--- src/rtl/serial_rx_core.sv ---
module serial_rx_core #(
  parameter int OSR     = 16,
  parameter int MAXBITS = 9,
  parameter int SYNC    = 2
) (
  input  logic               clk,
  input  logic               rst_n,
  input  logic               rx_en,
  input  logic               tick16,
  input  logic               rx_line,
  input  logic [1:0]         char_len,
  input  logic               par_en,
  input  logic               par_odd,
  input  logic               two_stop,
  input  logic               rd_strobe,
  input  logic               clr_err,
  output logic [MAXBITS-1:0] rx_data,
  output logic               rx_full,
  output logic               rx_irq,
  output logic               err_overrun,
  output logic               err_frame,
  output logic               err_parity,
  output logic               err_any
);

  localparam int TW = $clog2(OSR);
  localparam int BW = $clog2(MAXBITS + 1);
  localparam logic [TW-1:0] HALF = TW'(OSR / 2 - 1);
  localparam logic [TW-1:0] FULL = TW'(OSR - 1);

  typedef enum logic [2:0] {S_IDLE, S_START, S_DATA, S_PAR, S_STOP} st_t;

  st_t               st;
  logic [SYNC-1:0]   sync_q;
  logic [TW-1:0]     tcnt;
  logic [BW-1:0]     bidx;
  logic [MAXBITS-1:0] sh;
  logic              par_bit, stop_idx, fr_pend, ov_pend;

  logic              rx_s, samp, last_data, final_stop, prelast, done, par_bad;
  logic [BW-1:0]     nbits;

  assign rx_s = sync_q[SYNC-1];

  assign nbits = (char_len == 2'd0) ? BW'(7) :
                 (char_len == 2'd2) ? BW'(9) : BW'(8);

  assign samp = tick16 &&
                ((st == S_START && tcnt == HALF) ||
                 ((st == S_DATA || st == S_PAR || st == S_STOP) && tcnt == FULL));

  assign last_data  = (bidx == nbits - 1'b1);
  assign final_stop = (st == S_STOP) && (!two_stop || stop_idx);
  assign prelast    = (st == S_DATA && last_data && !par_en && !two_stop) ||
                      (st == S_PAR && !two_stop) ||
                      (st == S_STOP && two_stop && !stop_idx);
  assign done       = samp && final_stop;
  assign par_bad    = par_en && ((^sh ^ par_bit) != par_odd);
  assign err_any    = err_overrun | err_frame | err_parity;

  always_ff @(posedge clk or negedge rst_n) begin
    if (!rst_n) sync_q <= '1;
    else        sync_q <= {sync_q[SYNC-2:0], rx_line};
  end

  always_ff @(posedge clk or negedge rst_n) begin
    if (!rst_n) begin
      st       <= S_IDLE;
      tcnt     <= '0;
      bidx     <= '0;
      sh       <= '0;
      par_bit  <= 1'b0;
      stop_idx <= 1'b0;
      fr_pend  <= 1'b0;
      ov_pend  <= 1'b0;
    end else if (!rx_en) begin
      st <= S_IDLE;
    end else if (tick16 && st != S_IDLE) begin
      if (samp) begin
        tcnt <= '0;
        if (prelast && rx_full && !rd_strobe) ov_pend <= 1'b1;
        case (st)
          S_START: st <= rx_s ? S_IDLE : S_DATA;
          S_DATA: begin
            sh[bidx] <= rx_s;
            bidx     <= bidx + 1'b1;
            if (last_data) st <= par_en ? S_PAR : S_STOP;
          end
          S_PAR: begin
            par_bit <= rx_s;
            st      <= S_STOP;
          end
          S_STOP: begin
            if (!rx_s) fr_pend <= 1'b1;
            if (final_stop) st <= S_IDLE;
            else            stop_idx <= 1'b1;
          end
          default: st <= S_IDLE;
        endcase
      end else begin
        tcnt <= tcnt + 1'b1;
      end
    end else if (tick16 && !rx_s) begin
      st       <= S_START;
      tcnt     <= '0;
      bidx     <= '0;
      sh       <= '0;
      par_bit  <= 1'b0;
      stop_idx <= 1'b0;
      fr_pend  <= 1'b0;
      ov_pend  <= 1'b0;
    end
  end

  always_ff @(posedge clk or negedge rst_n) begin
    if (!rst_n) begin
      rx_data <= '0;
      rx_full <= 1'b0;
      rx_irq  <= 1'b0;
    end else begin
      rx_irq <= 1'b0;
      if (rx_en && done && !ov_pend) begin
        rx_data <= sh;
        rx_full <= 1'b1;
        rx_irq  <= 1'b1;
      end else if (rd_strobe) begin
        rx_full <= 1'b0;
      end
    end
  end

  always_ff @(posedge clk or negedge rst_n) begin
    if (!rst_n) begin
      err_overrun <= 1'b0;
      err_frame   <= 1'b0;
      err_parity  <= 1'b0;
    end else if (!rx_en || clr_err) begin
      err_overrun <= 1'b0;
      err_frame   <= 1'b0;
      err_parity  <= 1'b0;
    end else begin
      if (samp && prelast && rx_full && !rd_strobe) err_overrun <= 1'b1;
      if (done && (fr_pend || !rx_s))               err_frame   <= 1'b1;
      if (done && par_bad)                          err_parity  <= 1'b1;
    end
  end

endmodule

--- config.mk ---
export PLATFORM = sky130hd
export DESIGN_NAME = serial_rx_core
export DESIGN_NICKNAME = d
export VERILOG_FILES = /design/src/rtl/serial_rx_core.sv
export SDC_FILE = /design/constraint.sdc
export NUM_CORES = 1
export LEC_CHECK = 0
export BUFFER_PORTS_ARGS = -buffer_cell sky130_fd_sc_hd__buf_2
export CORE_AREA = 4 4 74 76
export CTS_CLUSTER_SIZE = 24
export DETAILED_ROUTE_END_ITERATION = 10
export DIE_AREA = 0 0 78 80
export SYNTH_ARGS = -nofsm -noshare
export SYNTH_HDL_FRONTEND = slang
export SYNTH_SLANG_ARGS = --single-unit
--- constraint.sdc ---
create_clock -name clk -period 2.7 [get_ports clk]
set_input_delay 0.135 -clock clk [delete_from_list [all_inputs] [get_ports clk]]
set_output_delay 0.135 -clock clk [all_outputs]
set_load 0.02 [all_outputs]
==> summary.txt <==
Critical path
  • CP top delay family: simple AND/OR/NAND/NOR gates
  • Type of the worst setup path: reg -> reg
  • Worst Path Buf+Inv: 0
  • Worst Reg-to-Reg Cells: 6
  • Worst EP required: 2.89 ns
  • CP Depth: 6
  • Worst Path Arrival: 2.42 ns
  • Crit end category: flop
  • Critical-path cell list: ha_1, nand3_1, nor4b_4, nor4b_2, a21oi_1, a21o_1
  • CP startpoint kind: flop
  • Slowest cell on crit path: nor4b_2
  • Worst path max stage delay: 0.49 ns
  • Worst-path maximum fanout: 8

Detailed routing
  • Via/cell ratio: 5.30
  • Final WL: 4530 um
  • Detailed-route DRC error count: 0
  • DRT iter0 DRCs: 85
  • Antenna viol nets, final: 0
  • DR vias: 1605
  • TritonRoute pass-1 iters: 4
  • WL/cell: 15.0 um

Clock network
  • Root Driver: clkbuf_8
  • H-tree depth: 2
  • PostCTS Resize Cnt: 0
  • Clock Sinks: 40
  • Reg clk slew, reported paths: 0.08 ns
  • CTS Buffer Depth: 2
  • TritonCTS clock tree: yes
  • Num CTS Buffers: 5
  • Skew-Pair Late Insertion Delay: 0.29 ns

Yosys
  • Post-Synth Simple-Gate Area: 20.4%
  • Post-synth ARST share: 100%
  • Synth Net Count: 226
  • Synth Flop Type: dfrtp_1
  • Mapped Area: 0.00214 sq mm
  • Fraction of the mapped netlist area in adder cells: 2.93%
  • Syn avg cell area: 10.2 sq um
  • Compound-gate portion of the synthesized area: 15.4%
  • Post-synth cell types: 45
  • Warnings, synthesis: 0
  • XOR/XNOR share of the synthesized area: 5.15%
  • Register area share after synthesis: 46.9%
  • Post-synth EDFFs: 0
  • Largest family of logic cells by synthesized area: simple AND/OR/NAND/NOR gates
  • Multiplexer share of the synthesized area: 6.32%
  • Mapped Cells: 209
  • Seq cells post-synth: 40

Floorplanning
  • Die X: 78 um
  • Initial Util: 45.3%
  • Die height: 80 um
  • Floorplan core area: 0.00472 sq mm
  • I/O pin total: 27
  • Die area: 0.00624 sq mm
  • Num rows: 25

Timing
  • Fmax: 0.448 GHz
  • Tmin final: 2.23 ns
  • Hold_ws: -0.0242 ns
  • Count of pins over their slew limit: 0
  • Final Worst Setup Slack: 0.468 ns
  • Post-route setup TNS: 0 ns
  • Clk_skew: 0.00791 ns
  • Final Hold Viols: 38
  • Slew @ Worst Pin: 0.911 ns
  • Period utilization: 82.7%
  • Final-report setup violation count: 0
  • Slew headroom: 39.3%
  • RSZ-0062 raised after global routing: false

Flow run
  • Maxcap violations: 0

Layout
  • Fillers: 444
  • Antenna Cells: 0
  • Final instance area: 0.00246 sq mm
  • Area Overhead vs Synth: 15.1%
  • Net total in the final layout: 253
  • Layout cells sized above 1: 24.6%

Run status
  • Status: complete, but fails checks
  • Failing checks: hold timing

Global route
  • Number of global-route vias before repair: 1587
  • Initial antenna violation count: 0
  • First-pass GRT wire length: 7710 um
  • Largest net degree at the start of global routing: 41
  • Total gr overflow: 0
  • Total GRT Usage: 15.9%

Power and ir drop
  • Pwr/cell area: 526 mW/mm^2
  • Post-layout power: 0.00130 W
  • LEAKAGE: 1.21 nW
  • Max IR drop VDD: 0.000360 V

Placement
  • DP HPWL: 3280 um
  • # port buffers: 26
  • Pre-CTS setup slack: 0.480 ns
  • Routability cong.: 0.820
  • Post-Place Cell Area: 0.00232 sq mm

Min path
  • Hold Crit Class: in -> async
==> stage by stage <==
step	cells	hold WS, ns	util [%]
after CTS	303	0.00336	52.1
after detailed placement	295	0.242	49.2
after global routing	303	0.0465	52.1
after floorplan	209	-0.161	-
final	303	-0.0242	52.1
after global placement	295	0.241	49.2
==> final timing paths <==
path	startpoint	end	slack, ns
max	tcnt[0]	sh[2]	0.47
min	rst_n	err_parity	-0.02
max reg2reg	tcnt[0]	sh[2]	0.47
min reg2reg	sync_q[0]	sync_q[1]	0.36
max in group asynchronous	rst_n	sh[5]	2.16
min in group clk	clr_err	err_overrun	0.12
==> Yosys cell counts, types with 3 or more instances <==
cell type  instances  area [sq um]
clkbuf_1           4          15.0
nand2b_1           5          31.3
dfrtp_1           38           951
o21ai_0           10          50.1
mux2_2            12           135
a32o_1             5          50.1
nand3_1            6          30.0
and2_1             3          18.8
buf_2              3          15.0
inv_1              6          22.5
xnor2_1            8          70.1
nor2_1            12          45.0
nand2_1           25          93.8
a21oi_1           13          65.1
a21o_1             9          67.6
ha_1               5          62.6
a31oi_1            3          18.8
nor3_1             6          30.0
==> state kept, by name (all words and copies together), names as in the netlist <==
name and cells:
bidx 4, err_frame 1, err_overrun 1, err_parity 1, fr_pend 1, ov_pend 1
par_bit 1, rx_data 9, rx_full 1, rx_irq 1, sh 9, st 3
stop_idx 1, sync_q 2, tcnt 4
==> cell usage in the layout, fill, tap and decap left out, types with 5 or more instances in the layout <==
| cell type | Yosys | layout |
|---|---|---|
| xnor2_1 | 8 | 8 |
| nor3_1 | 6 | 6 |
| dfrtp_1 | 38 | 38 |
| a21oi_1 | 13 | 13 |
| o21ai_0 | 10 | 10 |
| a21o_1 | 9 | 9 |
| buf_2 | 3 | 26 |
| nand2_1 | 25 | 25 |
| inv_1 | 6 | 6 |
| nor2_1 | 12 | 12 |
| clkbuf_8 | 0 | 5 |
| nand2b_1 | 5 | 5 |
| nand3_1 | 6 | 6 |
| a32o_1 | 5 | 5 |
| ha_1 | 5 | 5 |
| mux2_2 | 12 | 12 |
==> timing repair <==
item | in CTS | in global routing
endpoints found under the hold margin | 1 | 0
hold buffers | 1 | 0
endpoints found under the setup margin | 0 | 0
setup buffers | 0 | 0
==> metal layers <==
layer / up-vias / wire (um) / global-route usage (%)
li1: 801 / - / -
met1: 759 / 2300 / 22.2
met4: 0 / 96 / 5.94
met3: 6 / 190 / 3.84
met2: 39 / 1950 / 23.7
met5: - / 0 / 0
==> cell families (layout without fill, tap and decap cells) <==
| kind of cell | count (synthesis) | after routing |
|---|---|---|
| DFF | 40 | 40 |
| AOI/OAI and AO/OA | 49 | 49 |
| and+or+nand+nor | 78 | 78 |
| adders and majority gates | 5 | 5 |
| buffers and inverters | 14 | 41 |
| muxes | 12 | 12 |
| xor gates and xnor gates | 11 | 11 |
==> where the power goes <==
part / leakage (nW) / switching [W] / internal, W
Clock: 0.0642 / 0.000201 / 0.000364
Combinational: 0.594 / 0.0000576 / 0.0000392
Sequential: 0.548 / 0.0000183 / 0.000615
Total: 1.21 / 0.000277 / 0.00102
==> worst register-to-register path: stages (launching register included) <==
cell	delay [ns]
dfrtp_1	0.39
ha_1	0.19
nand3_1	0.29
nor4b_4	0.47
nor4b_2	0.49
a21oi_1	0.14
a21o_1	0.16
==> cell type report <==
class                           instances  area [sq um]  share of cell area (%)
Clock buffer                            5          68.8                    2.80
Tap cell                               67          83.8                    3.41
Inverter                                6          22.5                   0.915
Clock inverter                          2          60.1                    2.44
Timing Repair Buffer                   28           148                    6.00
Sequential cell                        40          1000                    40.8
Multi-Input combinational cell        155          1070                    43.7
Power figures use the tool's default switching activity.
